File: src/rtl/pkt_alu_pkg.sv
package pkt_alu_pkg;

  typedef enum logic [4:0] {
    OP_NONE,  OP_ADD,  OP_SUB,  OP_AND,  OP_OR,   OP_XOR,
    OP_NOR,   OP_SLT,  OP_SLTU, OP_SLL,  OP_SRL,  OP_SRA,
    OP_SLMV,  OP_SRMV, OP_ADO16, OP_RAM, OP_LUI
  } aluOp_e;

  typedef enum logic [1:0] {
    B_REG,   // target register value
    B_SEXT,  // sign-extended immediate
    B_ZEXT,  // zero-extended immediate
    B_ONES   // immediate under an all-ones upper half
  } bSrc_e;

  // strobes from control to datapath
  typedef struct packed {
    aluOp_e op;
    bSrc_e  bSrc;
    logic   shVar;    // shift amount from a[4:0] instead of the field
    logic   illegal;
  } aluCtrl_t;

  // primary opcodes
  localparam logic [5:0] OPC_SPECIAL = 6'd0;
  localparam logic [5:0] OPC_ADDI    = 6'd8;
  localparam logic [5:0] OPC_ADDIU   = 6'd9;
  localparam logic [5:0] OPC_SLTI    = 6'd10;
  localparam logic [5:0] OPC_SLTIU   = 6'd11;
  localparam logic [5:0] OPC_ANDI    = 6'd12;
  localparam logic [5:0] OPC_ORI     = 6'd13;
  localparam logic [5:0] OPC_XORI    = 6'd14;
  localparam logic [5:0] OPC_LUI     = 6'd15;
  localparam logic [5:0] OPC_ROTMSK  = 6'd39;
  localparam logic [5:0] OPC_ANDONES = 6'd44;

endpackage

File: src/rtl/pkt_alu_ctrl.sv
module pkt_alu_ctrl
  import pkt_alu_pkg::*;
(
  input  logic [5:0] opcode,
  input  logic [5:0] funct,
  output aluCtrl_t   ctrl
);

  always_comb begin
    ctrl = '{op: OP_NONE, bSrc: B_REG, shVar: 1'b0, illegal: 1'b0};
    unique case (opcode)
      OPC_SPECIAL: begin
        unique case (funct)
          6'd0:  ctrl.op = OP_SLL;
          6'd1:  ctrl.op = OP_SLMV;
          6'd2:  ctrl.op = OP_SRL;
          6'd3:  ctrl.op = OP_SRA;
          6'd4:  begin ctrl.op = OP_SLL; ctrl.shVar = 1'b1; end
          6'd5:  ctrl.op = OP_SRMV;
          6'd6:  begin ctrl.op = OP_SRL; ctrl.shVar = 1'b1; end
          6'd7:  begin ctrl.op = OP_SRA; ctrl.shVar = 1'b1; end
          6'd32, 6'd33: ctrl.op = OP_ADD;
          6'd34, 6'd35: ctrl.op = OP_SUB;
          6'd36: ctrl.op = OP_AND;
          6'd37: ctrl.op = OP_OR;
          6'd38: ctrl.op = OP_XOR;
          6'd39: ctrl.op = OP_NOR;
          6'd41: ctrl.op = OP_ADO16;
          6'd42: ctrl.op = OP_SLT;
          6'd43: ctrl.op = OP_SLTU;
          default: ctrl.illegal = 1'b1;
        endcase
      end
      OPC_ADDI, OPC_ADDIU: begin ctrl.op = OP_ADD;  ctrl.bSrc = B_SEXT; end
      OPC_SLTI:            begin ctrl.op = OP_SLT;  ctrl.bSrc = B_SEXT; end
      OPC_SLTIU:           begin ctrl.op = OP_SLTU; ctrl.bSrc = B_SEXT; end
      OPC_ANDI:            begin ctrl.op = OP_AND;  ctrl.bSrc = B_ZEXT; end
      OPC_ORI:             begin ctrl.op = OP_OR;   ctrl.bSrc = B_ZEXT; end
      OPC_XORI:            begin ctrl.op = OP_XOR;  ctrl.bSrc = B_ZEXT; end
      OPC_ANDONES:         begin ctrl.op = OP_AND;  ctrl.bSrc = B_ONES; end
      OPC_LUI:             ctrl.op = OP_LUI;
      OPC_ROTMSK:          ctrl.op = OP_RAM;
      default:             ctrl.illegal = 1'b1;
    endcase
  end

  // an illegal decode must never carry an operation
  always_comb begin
    if (ctrl.illegal)
      assert_illegal_no_op_R10: assert (ctrl.op == OP_NONE);
  end

endmodule

File: src/rtl/pkt_alu_dp.sv
module pkt_alu_dp
  import pkt_alu_pkg::*;
#(
  parameter int DATA_W = 32,
  parameter int IMM_W  = 16
) (
  input  logic              clk,
  input  logic              rstN,
  input  logic              inValid,
  input  aluCtrl_t          ctrl,
  input  logic [DATA_W-1:0] opA,
  input  logic [DATA_W-1:0] opB,
  input  logic [IMM_W-1:0]  imm,
  input  logic [$clog2(DATA_W)-1:0] shamtF,
  input  logic [$clog2(DATA_W)-1:0] rsF,
  input  logic [$clog2(DATA_W)-1:0] maskL,
  output logic              outValid,
  output logic [DATA_W-1:0] outResult,
  output logic              outIllegal
);

  localparam int SH_W   = $clog2(DATA_W);
  localparam int HALF_W = DATA_W / 2;
  localparam int EXT_W  = DATA_W - IMM_W;
  localparam logic [DATA_W-1:0] ONES = '1;

  logic [SH_W-1:0]     shAmt;
  logic [DATA_W-1:0]   bOp;
  logic [2*DATA_W-1:0] rotPair;
  logic [DATA_W-1:0]   rotVal;
  logic [DATA_W-1:0]   aluRes;
  logic [HALF_W-1:0]   sumLo, sumHi;

  assign shAmt   = ctrl.shVar ? opA[SH_W-1:0] : shamtF;
  assign rotPair = {opB, opB} >> shAmt;
  assign rotVal  = rotPair[DATA_W-1:0];
  assign sumLo   = opA[HALF_W-1:0] + opB[HALF_W-1:0];
  assign sumHi   = opA[DATA_W-1:HALF_W] + opB[DATA_W-1:HALF_W];

  always_comb begin
    unique case (ctrl.bSrc)
      B_SEXT:  bOp = {{EXT_W{imm[IMM_W-1]}}, imm};
      B_ZEXT:  bOp = {{EXT_W{1'b0}}, imm};
      B_ONES:  bOp = {{EXT_W{1'b1}}, imm};
      default: bOp = opB;
    endcase
  end

  always_comb begin
    unique case (ctrl.op)
      OP_ADD:   aluRes = opA + bOp;
      OP_SUB:   aluRes = opA - bOp;
      OP_AND:   aluRes = opA & bOp;
      OP_OR:    aluRes = opA | bOp;
      OP_XOR:   aluRes = opA ^ bOp;
      OP_NOR:   aluRes = ~(opA | bOp);
      OP_SLT:   aluRes = {{(DATA_W-1){1'b0}}, ($signed(opA) < $signed(bOp))};
      OP_SLTU:  aluRes = {{(DATA_W-1){1'b0}}, (opA < bOp)};
      OP_SLL:   aluRes = opB << shAmt;
      OP_SRL:   aluRes = opB >> shAmt;
      OP_SRA:   aluRes = $unsigned($signed(opB) >>> shAmt);
      OP_SLMV:  aluRes = (opB << shAmt) & (ONES >> opA[SH_W-1:0]);
      OP_SRMV:  aluRes = (opB >> shAmt) & (ONES << opA[SH_W-1:0]);
      OP_ADO16: aluRes = {sumHi, sumLo};
      OP_RAM:   aluRes = rotVal & (ONES >> maskL) & (ONES << rsF);
      OP_LUI:   aluRes = {imm, {EXT_W{1'b0}}};
      default:  aluRes = '0;
    endcase
  end

  // compare results are a single bit
  always_comb begin
    if (rstN && (ctrl.op == OP_SLT || ctrl.op == OP_SLTU))
      assert_slt_one_bit_R5: assert (aluRes[DATA_W-1:1] == '0);
  end

  // output stage
  always_ff @(posedge clk) begin
    if (!rstN) begin
      outValid   <= 1'b0;
      outResult  <= '0;
      outIllegal <= 1'b0;
    end else begin
      outValid <= inValid;
      if (inValid) begin
        outResult  <= aluRes;
        outIllegal <= ctrl.illegal;
      end
    end
  end

  assert_valid_follows_R2: assert property (@(posedge clk) disable iff (!rstN)
    outValid == $past(inValid));

  assert_hold_when_idle_R2: assert property (@(posedge clk) disable iff (!rstN)
    !inValid |=> ($stable(outResult) && $stable(outIllegal)));

  assert_illegal_zero_R10: assert property (@(posedge clk) disable iff (!rstN)
    outIllegal |-> (outResult == '0));

endmodule

File: src/rtl/pkt_alu_unit.sv
module pkt_alu_unit
  import pkt_alu_pkg::*;
#(
  parameter int DATA_W = 32
) (
  input  logic              clk,
  input  logic              rstN,
  input  logic              inValid,
  input  logic [31:0]       instr,
  input  logic [DATA_W-1:0] opA,
  input  logic [DATA_W-1:0] opB,
  output logic              outValid,
  output logic [DATA_W-1:0] outResult,
  output logic              outIllegal
);

  aluCtrl_t ctrl;

  pkt_alu_ctrl u_ctrl (
    .opcode (instr[31:26]),
    .funct  (instr[5:0]),
    .ctrl   (ctrl)
  );

  pkt_alu_dp #(.DATA_W(DATA_W), .IMM_W(16)) u_dp (
    .clk        (clk),
    .rstN       (rstN),
    .inValid    (inValid),
    .ctrl       (ctrl),
    .opA        (opA),
    .opB        (opB),
    .imm        (instr[15:0]),
    .shamtF     (instr[10:6]),
    .rsF        (instr[25:21]),
    .maskL      (instr[4:0]),
    .outValid   (outValid),
    .outResult  (outResult),
    .outIllegal (outIllegal)
  );

endmodule

File: config.mk
export PLATFORM = sky130hd
export DESIGN_NAME = pkt_alu_unit
export DESIGN_NICKNAME = d
export VERILOG_FILES = /design/src/rtl/pkt_alu_pkg.sv /design/src/rtl/pkt_alu_ctrl.sv /design/src/rtl/pkt_alu_dp.sv /design/src/rtl/pkt_alu_unit.sv
export SDC_FILE = /design/constraint.sdc
export NUM_CORES = 1
export LEC_CHECK = 0
export ABC_AREA = 1
export BUFFER_PORTS_ARGS = -buffer_cell sky130_fd_sc_hd__buf_4
export CELL_PAD_IN_SITES_DETAIL_PLACEMENT = 1
export CELL_PAD_IN_SITES_GLOBAL_PLACEMENT = 2
export CORE_MARGIN = 1.5
export CORE_UTILIZATION = 29
export CTS_BUF_LIST = sky130_fd_sc_hd__clkbuf_8
export CTS_CLUSTER_DIAMETER = 60
export DETAILED_ROUTE_END_ITERATION = 12
export GPL_TIMING_DRIVEN = 0
export MAX_ROUTING_LAYER = met4
export PLACE_DENSITY = 0.81
export SLEW_MARGIN = 20
export SYNTH_ARGS = -nofsm -noshare
export SYNTH_HDL_FRONTEND = slang
export SYNTH_HIERARCHICAL = 1
export SYNTH_SLANG_ARGS = --single-unit
export TNS_END_PERCENT = 1
File: constraint.sdc
create_clock -name clk -period 3.5 [get_ports clk]
set_input_delay 0.35 -clock clk [delete_from_list [all_inputs] [get_ports clk]]
set_output_delay 0.35 -clock clk [all_outputs]
set_load 0.02 [all_outputs]
After elaboration in Yosys (flattened, before gate mapping)
Index checks and enable logic that the tools add are counted.

Logic and storage cells: 96. Memory bits (read-only): 0. Memories kept: 0. Output and inout bits: 34. Input bits: 99. Register bits after elaboration: 34. Bits in latches: 0. Memory bits (writable): 0.

Eq/ne operators: 47. Bitwise operators: 8. Multipliers: 0. Reductions and logical operators: 14. Shift operators: 8. Order comparisons: 2. Div/mod/pow operators: 0. Muxes and demuxes: 10. $add $sub $neg: 4.

Operator list (number): 32-bit one-hot mux with 16 select lines (1); 32-bit bitwise AND (5); 32-bit one-hot mux with 3 select lines (1); 6-bit == test, second input constant (13); 32-bit < comparator (2); 32-bit by 5-bit left shift with 32-bit output, first input constant (2); 32-bit by 5-bit right shift with 32-bit output, first input constant (2); 64-bit by 5-bit right shift with 32-bit output (1); 4-bit one-hot mux with 14 select lines (1); 6-bit by 4-bit == test with 1-bit output, second input constant (8); 5-bit one-hot mux with 9 select lines (1); 5-bit by 4-bit == test with 1-bit output, second input constant (8); 16-bit adder (2); 32-bit adder (1); 32-bit NOT (1); 32-bit OR (1); 32-bit by 5-bit left shift with 32-bit output (1); 32-bit by 5-bit right shift with 32-bit output (1); 32-bit by 5-bit >>> shifter with 32-bit output (1); 32-bit subtractor (1); 32-bit bitwise XOR (1); 6-bit by 3-bit == test with 1-bit output, second input constant (4); 5-bit by 3-bit == test with 1-bit output, second input constant (4); 19-bit OR reduction (1); other kinds (16) (29).

Logic depth before layout (Yosys ltp)
Gate-level depths: netlist (run 1).

Word-level depth: 9. Depth in mapped cells: 30. Gate-level depth less buffers: 28.

By module
Netlist (run 1), hierarchy kept.

By module, submodules not included: pkt_alu_dp (area an instance 15487.4 µm², instances 1, cells an instance 3017, sequential area each 680.7 µm²); pkt_alu_ctrl (area an instance 538.0 µm², instances 1, cells an instance 109, sequential area each 0.0 µm²).

Worst setup path before layout (run 1)
OpenSTA, ideal clock, no wires.

Path kind: input-to-reg. Start point: input port instr[28]. End point: register u_dp.outResult[21]. Buffers on the path: 3. Required time: 3.368 ns. Slack: 0.078 ns. Setup time: 0.132 ns. Cell stages on the path: 25. Arrival time: 3.290 ns. Cell sequence: nand2_1 -> inv_2 -> nand3_1 -> nand2_2 -> nor2_2 -> nand2_1 -> nor2_1 -> clkbuf_1 -> clkbuf_1 -> nand2_1 -> o21ai_0 -> inv_1 -> ha_1 -> buf_2 -> nor2_1 -> inv_1 -> o21ai_0 -> a21oi_1 -> nand2_1 -> a21oi_1 -> or2_2 -> nand3_1 -> nand3_1 -> nand2_1 -> a21oi_1.

RTL lines: start, declared (RTL line pkt_alu_unit.sv:9) `input logic [31:0] instr,`; end signal, assigned (RTL line pkt_alu_dp.sv:86) `outResult <= aluRes;`; end, declared (RTL line pkt_alu_dp.sv:18) `output logic [DATA_W-1:0] outResult,`.

==> results.yml, run 1 <==
timing:
  tightest_slew_ns: 1.01
  rsz0062_at_grt: "yes"
  setup_slack_ns: -0.315
  relSlewSlack_pct: 32.6
  fin_worst_skew_ns: 0
  fin_crit_ns: 3.81
  setup_viol: 29
  tns_ns: -5.73
  fmax_ghz: 0.262
  hold_ws_ns: 0.300
  slew_viol_final: 0
  hold_viol: 0
  finalCritPeriodShare_pct: 109
route:
  drt-total-wl_mm: 129
  ant_nets: 0
  via_per_inst: 6.20
  drtIter0Drc: 3007
  firstDrtPassIters: 5
  drc: 0
  vias: 25100
  wire_per_inst_um: 31.8
synthesis:
  synth_area_leaders: "nand3_1, nand2_1, ha_1"
  synth_nets: 3364
  synth_top_cell_by_area: "nand3_1"
  ys_warn_count: 6
  synth.distinct_cells: 59
  synth_top_area_share_pct: 20.9
  synthFlopType: "dfxtp_1"
  ys_ff_latch: 34
  yosysSeqAreaShare_pct: 4.25
  postSynth.asyncResetShare_pct: 0
  synth_area_per_cell_sq_um: 5.13
  syn_area_sq_mm: 0.0160
  netlist_instances: 3126
  synth-edff-count: 0
grt:
  grt_usage_pct: 44.4
  first_global_vias: 24100
  grt-ovfl-total: 0
  antenna_found_initial: 4
  grt_max_degree: 14
  grt_pass1_wl_mm: 176
power:
  irDropWorstVdd_mv: 0.125
  p_total_w: 0.00486
  leakage_nw: 10.1
  power_density_mw_per_mm2: 230
clock_network:
  cts_buffer_depth: 2
  cts_tree: "done"
  cts_sinks: 34
  cts_buffers: 5
  path_clk_slew_ns: 0.08
  clk_latency_ns: 0.30
  clock_tree.root_cell: "clkbuf_8"
  cts.htree.levels: 2
setup_path:
  path_buf_inv: 7
  cp-end-kind: "flip-flop"
  worstSetupStartpoint: "instr[29]"
  critPathMaxStageDelay_ns: 0.31
  critPathLaunchType: "input port"
  crit_top_cell: "nand2_4"
  cp_top_family: "simple AND/OR/NAND/NOR gates"
  arrival_ns: 3.99
  critical_path_class: "input port to flip-flop"
  crit_slowest_cell: "nand4_1"
  worst_ep_required_time_ns: 3.68
  cp_max_fo: 8
  worstReg2RegStart: "u_dp/outResult[25]$_SDFFE_PN0P_"
placement:
  port_buffers: 125
  gp_congestion: 1.09
  dp_hpwl_mm: 106
die:
  io_pins: 133
  initial_core_util_pct: 29.5
  num_rows: 85
  die-area_sq_mm: 0.0567
  die_w_um: 238
  die_y_um: 238
  core_area_sq_mm: 0.0542
cells_and_area:
  drive_gt1_share_pct: 24.9
  multi_input_area_sq_mm: 0.0155
  layout_commonest_cell: "nand2_1"
  n_fill_cell: 7404
  final_cell_mix: "nand2_1, nand3_1, inv_1"
  area_delta_synth_final_pct: 32.1
  seq_area_sq_um: 681
  final_nets: 3585
worst_hold_path:
  hp-class: "input port to flip-flop"
  min_from: "rstN"
run_status:
  violations: "negative setup slack"
  status: "complete, but fails checks"
flow_run:
  max_cap_viol_count: 0
## cell usage after synthesis (25+ instances only)
master      n
a21oi_1   228
buf_2      49
clkbuf_1   60
dfxtp_1    34
ha_1      135
inv_1     321
inv_2      25
nand2_1   820
nand3_1   669
nand4_1    36
nor2_1    262
nor3_1     48
o21ai_0   180
o21ai_1    32
## layer usage
metal	vias to the layer above	wire length [um]	global-route usage, %
li1	10900	-	-
met1	12400	54600	58.5
met2	1467	54300	65.6
met3	265	12900	9.12
met4	0	6990	18.5
met5	-	0	-
## layout make-up
type | count | share of cell area [%]
Multi-Input combinational cell | 2601 | 73.0
Timing Repair Buffer | 224 | 8.40
Inverter | 351 | 6.47
Buffer | 130 | 4.29
Tap cell | 696 | 4.11
Sequential cell | 34 | 3.22
Clock buffer | 6 | 0.390
Clock inverter | 2 | 0.0591
Antenna cell | 4 | 0.0473
## logic make-up after synthesis
logic type	count (synthesis)	share of synthesized area (%)
and+or+nand+nor	1921	53.5
AOI/OAI and AO/OA	536	18.3
xor gates and xnor gates	5	0.273
adders and majority gates	139	11.0
DFF	34	4.25
buffers and inverters	491	12.6
## timing repair
| item | 4_1_cts | 5_1_grt |
|---|---|---|
| hold buffers | 0 | 0 |
| resized for setup | 487 | 207 |
| buffers inserted | 58 | 36 |
| pin swaps | 81 | 84 |
| setup endpoints to repair | 32 | 32 |
| cloned | 4 | 0 |
## flip-flops by register name, summed over array words and instances (netlist names)
name / flops
u_dp/outResult: 32
u_dp/outValid: 1
u_dp/outIllegal: 1
## through the flow
stage               std cells  utilization, %  worst slack, ns  area (sq um)
finish                   4048            39.0           -0.315         21200
global route             4047            39.0           -0.355         21200
CTS                      4008            36.9           -0.125         20000
floorplan                3126               -           0.0781         16000
global placement         3947            32.9            -2.55         17800
detailed placement       3948            32.9            -2.66         17900
## where the power goes
part / total (W) / switching [W] / internal [W]
clock network: 0.000316 / 0.000158 / 0.000158
logic: 0.00412 / 0.00284 / 0.00128
registers: 0.000421 / 0.0000128 / 0.000409
total: 0.00486 / 0.00301 / 0.00185
## path summary, 6_finish.rpt
path              slack (ns)                              end  cells past startpoint
hold reg to reg         0.47  u_dp/outResult[26]$_SDFFE_PN0P_                      2
setup / recovery       -0.31  u_dp/outResult[15]$_SDFFE_PN0P_                     26
setup reg to reg        2.80  u_dp/outResult[25]$_SDFFE_PN0P_                      2
hold / removal          0.30         u_dp/outValid$_SDFF_PN0_                      3
## worst register-to-register path, cell delays in order (launching register included)
cell	delay [ns]
dfxtp_1	0.36
nand2_1	0.07
a21oi_1	0.19
No activity file was read; power rests on OpenSTA's default activity.
==> run 2: changes to the inputs <==
--- a/config.mk
+++ b/config.mk
@@ -20,6 +20,5 @@
 export SLEW_MARGIN = 20
 export SYNTH_ARGS = -nofsm -noshare
 export SYNTH_HDL_FRONTEND = slang
-export SYNTH_HIERARCHICAL = 1
 export SYNTH_SLANG_ARGS = --single-unit
 export TNS_END_PERCENT = 1
==> run 2 against run 1 <==
The flow still finishes with violations (negative setup slack); flip-flop and latch count did not move; global-route usage shrank 0.41 points; hold slack got worse by 0.036 ns; routed wire length is 8.1% lower; critical endpoint is now u_dp.outResult[20]$_SDFFE_PN0P_.
==> results.yml, run 2 <==
die:
  core_area_sq_mm: 0.0514
  die-area_sq_mm: 0.0535
  initial_core_util_pct: 29.4
  die_y_um: 231
  io_pins: 133
  num_rows: 83
  die_w_um: 231
placement:
  dp.cells: 3709
  dp_hpwl_mm: 97.7
  gp_congestion: 1.17
  port_buffers: 124
synthesis:
  synth_top_cell_by_area: "nand3_1"
  synth_top_area_share_pct: 19.5
  yosys-top-cells-count: "nand2_1, nand3_1, inv_1"
  syn_area_sq_mm: 0.0151
  synthFlopType: "dfxtp_1"
  synth.distinct_cells: 58
  netlist_instances: 2905
  synth_nets: 3146
  yosysSeqAreaShare_pct: 4.50
  postSynth.asyncResetShare_pct: 0
  yosysMostFrequentCell: "nand2_1"
  synth_area_leaders: "nand3_1, nand2_1, ha_1"
  synth-edff-count: 0
  ys_warn_count: 0
  synth_area_per_cell_sq_um: 5.20
  ys_ff_latch: 34
timing:
  fmax_ghz: 0.262
  slew_viol_final: 0
  rsz0062_at_grt: "yes"
  setup_slack_ns: -0.310
  fin_worst_skew_ns: 0
  setup_viol: 30
  hold_viol: 0
  relSlewSlack_pct: 18.9
  fin_crit_ns: 3.81
  finalCritPeriodShare_pct: 109
  tightest_slew_ns: 1.19
grt:
  grt_max_degree: 14
  first_global_vias: 23100
  grt_usage_pct: 44.0
  antenna_found_initial: 2
  grt-ovfl-total: 0
  grt_pass1_wl_mm: 165
clock_network:
  path_clk_slew_ns: 0.07
  cts.htree.levels: 2
  clock_tree.root_cell: "clkbuf_8"
  cts_buffers: 5
  cts-hold-fix-buffers: 0
  cts_tree: "done"
  cts_sinks: 34
  clk_latency_ns: 0.29
  cts_buffer_depth: 2
setup_path:
  critPathLaunchType: "input port"
  critical_path_class: "input port to flip-flop"
  cp-end-kind: "flip-flop"
  cp_top_family: "simple AND/OR/NAND/NOR gates"
  critPathMaxStageDelay_ns: 0.27
  crit_slowest_cell: "ha_4"
  crit_top_cell: "nor2_4"
  path_buf_inv: 7
  worst_ep_required_time_ns: 3.66
  arrival_ns: 3.97
  cp_max_fo: 6
route:
  drt-total-wl_mm: 118
  via_per_inst: 6.10
  drc: 0
  wire_per_inst_um: 31.1
  vias: 23200
  drtIter0Drc: 2195
  firstDrtPassIters: 5
  ant_nets: 0
cells_and_area:
  largest_reg_flops: 32
  utilization_pct: 39.1
  area_delta_synth_final_pct: 33.0
  instances_no_fill: 3803
  final_nets: 3361
  n_fill_cell: 7004
  top_register: "u_dp.outResult"
  reg_top3: "u_dp.outResult: 32 flops, u_dp.outIllegal: 1 flops, u_dp.outValid: 1 flops"
  drive_gt1_share_pct: 23.6
  final_cell_mix: "nand2_1, nand3_1, inv_1"
  layout_commonest_cell: "nand2_1"
worst_hold_path:
  hp-class: "input port to flip-flop"
power:
  leakage_nw: 9.55
  power_density_mw_per_mm2: 230
  irDropWorstVdd_mv: 0.122
run_status:
  status: "complete, but fails checks"
  violations: "negative setup slack"
flow_run:
  max_cap_viol_count: 0
==> run 2: through the flow <==
step	hold slack [ns]	TNS, ns	setup slack, ns	instance area (sq um)	total power (W)
2_1_floorplan	0.448	-0.0963	-0.0419	15100	0.00211
3_3_place_gp	0.461	-63.23	-2.57	16900	0.00330
3_5_place_dp	0.458	-65.32	-2.66	16900	0.00334
4_1_cts	0.255	-4.73	-0.259	19100	0.00420
5_1_grt	0.275	-8.74	-0.396	20100	0.00482
6_report	0.264	-5.72	-0.310	20100	0.00462
==> run 2: worst register-to-register path: cells and delay by family (launching register included) <==
kind,cells,cell delay (ns)
DFF,1,0.37
AOI/OAI and AO/OA,1,0.16
and+or+nand+nor,1,0.07
==> run 2: routing by layer <==
metal | vias to the layer above | wire (um) | track usage, %
met3 | 360 | 9330 | 7.16
met1 | 11400 | 46800 | 52.3
met4 | 0 | 9720 | 26.1
met5 | - | 0 | -
met2 | 1218 | 52500 | 69.7
li1 | 10200 | - | -
==> run 2: area by class of cell <==
type | count | area, sq um | share of cell area, %
antenna | 2 | 5.00 | 0.0249
clock buffer | 5 | 68.8 | 0.342
tap | 680 | 851 | 4.23
buffer | 122 | 751 | 3.73
inverter | 302 | 1160 | 5.78
timing repair buffer | 219 | 1790 | 8.89
clock inverter | 3 | 37.5 | 0.187
sequential | 34 | 681 | 3.39
multi-input combinational | 2436 | 14800 | 73.4
==> run 2: path summary, 6_finish.rpt <==
check / from / cells after the start / slack [ns] / end
worst max-delay path: instr[31] / 27 / -0.31 / u_dp.outResult[20]$_SDFFE_PN0P_
worst min-delay path: rstN / 3 / 0.26 / u_dp.outValid$_SDFF_PN0_
worst max register to register: u_dp.outResult[16]$_SDFFE_PN0P_ / 2 / 2.83 / u_dp.outResult[16]$_SDFFE_PN0P_
worst min register to register: u_dp.outResult[27]$_SDFFE_PN0P_ / 2 / 0.47 / u_dp.outResult[27]$_SDFFE_PN0P_
==> run 2: what timing repair did <==
item / 4_1_cts / 5_1_grt
gates cloned: 2 / 1
setup endpoints to repair: 32 / 32
setup buffers: 56 / 36
resized for setup: 429 / 193
pin swaps: 94 / 105
==> run 2: kinds of logic (layout without fill, tap and decap cells) <==
family	Yosys count	in the layout	synth area share, %
AND/OR/NAND/NOR	1721	1721	49.9
other	0	2	0
XOR/XNOR	34	34	1.97
AO/OA/AOI/OAI	539	539	20.0
flip-flops	34	34	4.50
buffers and inverters	435	651	11.7
adder cells (fa/ha/maj)	142	142	11.9
==> run 2: power breakdown <==
group | switching [W] | leakage, nW | internal (W)
clock | 0.000147 | 0.0608 | 0.000207
sequential | 0.0000124 | 0.276 | 0.000407
combinational | 0.00260 | 9.21 | 0.00124
total | 0.00276 | 9.55 | 0.00186
==> run 3: changes to the inputs <==
--- a/config.mk
+++ b/config.mk
@@ -5,18 +5,17 @@
 export SDC_FILE = /design/constraint.sdc
 export NUM_CORES = 1
 export LEC_CHECK = 0
-export ABC_AREA = 1
 export BUFFER_PORTS_ARGS = -buffer_cell sky130_fd_sc_hd__buf_4
 export CELL_PAD_IN_SITES_DETAIL_PLACEMENT = 1
 export CELL_PAD_IN_SITES_GLOBAL_PLACEMENT = 2
 export CORE_MARGIN = 1.5
-export CORE_UTILIZATION = 29
+export CORE_UTILIZATION = 32
 export CTS_BUF_LIST = sky130_fd_sc_hd__clkbuf_8
 export CTS_CLUSTER_DIAMETER = 60
 export DETAILED_ROUTE_END_ITERATION = 12
 export GPL_TIMING_DRIVEN = 0
 export MAX_ROUTING_LAYER = met4
-export PLACE_DENSITY = 0.81
+export PLACE_DENSITY = 0.8
 export SLEW_MARGIN = 20
 export SYNTH_ARGS = -nofsm -noshare
 export SYNTH_HDL_FRONTEND = slang
==> run 3 against run 2 <==
The flow still finishes with violations (negative setup slack); via count up 1.1%; synthesized cell count down 18%; first-iteration DRC count up 53%.
==> results.yml, run 3 <==
run_status:
  status: "complete, but fails checks"
  violations: "negative setup slack"
synthesis:
  yosysMostFrequentCell: "nand2_1"
  synth-simple-area-share_pct: 23.0
  muxShareOfSynthArea_pct: 9.88
  synth_area_leaders: "ha_1, a21oi_1, nand2_1"
  synth.distinct_cells: 105
  synth-compound-area-share_pct: 40.6
  synthXorXnorAreaFrac_pct: 2.75
  synth_area_per_cell_sq_um: 6.68
  synth_nets: 2621
  yosys-top-cells-count: "nand2_1, a21oi_1, nor2_1"
  postSynth.asyncResetShare_pct: 0
  synth_top_cell_by_area: "ha_1"
  yosysSeqAreaShare_pct: 4.28
  synthFlopType: "dfxtp_1"
  yosys.area_share.adder_pct: 11.4
  synth-edff-count: 0
  synth_top_family_by_area: "compound AO/OA/AOI/OAI gates"
  ys_warn_count: 0
  synth_top_area_share_pct: 10.9
  netlist_instances: 2380
  ys_ff_latch: 34
  syn_area_sq_mm: 0.0159
timing:
  finalCritPeriodShare_pct: 126
  fin_worst_skew_ns: 0
  fin_crit_ns: 4.40
  relSlewSlack_pct: 18.0
  rsz0062_at_grt: "yes"
  setup_viol: 32
  slew_viol_final: 0
  hold_ws_ns: 0.282
  tightest_slew_ns: 1.23
  fmax_ghz: 0.227
  setup_slack_ns: -0.898
  hold_viol: 0
grt:
  grt-ovfl-total: 0
  antenna_found_initial: 19
  grt_pass1_wl_mm: 180
  grt_max_degree: 12
  grt_usage_pct: 51.8
  first_global_vias: 22700
setup_path:
  arrival_ns: 4.60
  worstSetupStartpoint: "instr[28]"
  cp_max_fo: 10
  worst_ep_required_time_ns: 3.71
  critical_path_class: "input port to flip-flop"
  cp-end-kind: "flip-flop"
  worstReg2RegStart: "u_dp.outResult[19]$_SDFFE_PN0P_"
  critPathLaunchType: "input port"
placement:
  dp_hpwl_mm: 103
  port_buffers: 123
  dp_slack_ns: -3.06
  gp_congestion: 1.20
route:
  drt-total-wl_mm: 131
  drtIter0Drc: 3360
  firstDrtPassIters: 7
  drc: 0
  via_per_inst: 7.22
  wire_per_inst_um: 40.2
  ant_nets: 0
  vias: 23500
clock_network:
  cts_buffer_depth: 2
  clk_latency_ns: 0.35
  path_clk_slew_ns: 0.10
  cts_tree: "done"
  cts_sinks: 34
  cts-hold-fix-buffers: 0
  cts.htree.levels: 2
  cts_buffers: 5
  clock_tree.root_cell: "clkbuf_8"
die:
  core_area_sq_mm: 0.0490
  die_w_um: 226
  initial_core_util_pct: 32.5
  die_y_um: 226
  die-area_sq_mm: 0.0510
  num_rows: 81
  io_pins: 133
power:
  power_density_mw_per_mm2: 220
  leakage_nw: 7.85
  p_total_w: 0.00435
  irDropWorstVdd_mv: 0.145
cells_and_area:
  area_delta_synth_final_pct: 24.6
  largest_reg_flops: 32
  reg_top3: "u_dp.outResult: 32 flops, u_dp.outIllegal: 1 flops, u_dp.outValid: 1 flops"
  final_nets: 2799
  top_register: "u_dp.outResult"
  final_cell_mix: "nand2_1, a21oi_1, buf_4"
  drive_gt1_share_pct: 23.9
  layout_commonest_cell: "nand2_1"
worst_hold_path:
  hp-class: "input port to flip-flop"
  min_from: "rstN"
flow_run:
  max_cap_viol_count: 0
-- run 3: changes by cell type in the layout (fill, tap and decap cells not counted), moves of 33 or more --
cell,change
nand3_1,-509
clkbuf_2,+45
nor2_2,-35
inv_2,-34
mux2i_1,+63
a21oi_1,+84
a31oi_1,+34
nand2_1,-459
nand2_2,-34
and3_1,+33
a211oi_1,+33
inv_1,-154
-- run 3: worst max-delay path: stages --
cell and delay (ns):
buf_4 0.12, clkbuf_4 0.19, a21oi_1 0.19, nor2_2 0.08
nor3_4 0.19, buf_12 0.17, clkbuf_16 0.17, mux2_4 0.33
ha_4 0.18, fa_2 0.37, a21oi_4 0.22, o21ai_4 0.11
a41o_1 0.26, a221oi_4 0.38, nand3b_1 0.22, o211a_4 0.22
o32ai_4 0.09, a41o_1 0.29, nor4b_4 0.30, a31oi_1 0.15
-- run 3: report_power, final --
part           switching [W]  leakage [nW]  internal [W]
Sequential         0.0000194         0.275      0.000400
Combinational        0.00239          7.53       0.00116
Clock               0.000227        0.0473      0.000159
-- run 3: logic make-up after synthesis --
kind of cell               after synthesis
xor gates and xnor gates                50
adders and majority gates              142
and+or+nand+nor                        766
AOI/OAI and AO/OA                      956
DFF                                     34
muxes                                  126
buffers and inverters                  306
-- run 3: area by class of cell --
type                            instances  area (sq um)
Fill cell                            6200         29100
Clock inverter                          2          12.5
Antenna cell                           24          60.1
Inverter                              111           423
Buffer                                186          1050
Timing Repair Buffer                  180          1430
Tap cell                              664           831
Multi-Input combinational cell       2040         15200
Clock buffer                            6          82.6
Sequential cell                        34           681
-- run 3: through the flow --
step	area, sq um	util, %	instances	TNS, ns
after floorplan	16100	-	2380	-8.38
after global placement	17800	36.4	3167	-68.38
after detailed placement	17800	36.5	3168	-69.20
after CTS	19100	39.1	3201	-16.66
after global routing	19800	40.5	3245	-22.53
final	19800	40.5	3247	-21.37
-- run 3: worst paths after layout --
path,end,slack (ns),cells after the start
max,u_dp.outResult[30]$_SDFFE_PN0P_,-0.90,20
min,u_dp.outResult[10]$_SDFFE_PN0P_,0.28,3
max reg2reg,u_dp.outResult[19]$_SDFFE_PN0P_,1.30,6
min reg2reg,u_dp.outResult[27]$_SDFFE_PN0P_,0.50,2
-- run 3: timing repair --
action,4_1_cts,5_1_grt
pin swaps,53,49
resized for setup,246,107
endpoints found under the setup margin,33,33
hold endpoints to repair,0,0
buffers inserted,31,24
-- run 3: routing by layer --
layer | track usage (%) | share of wire (%)
met5 | - | 0
met4 | 38.5 | 9.4
met3 | 18.8 | 12
met2 | 74.5 | 42
met1 | 58.5 | 37
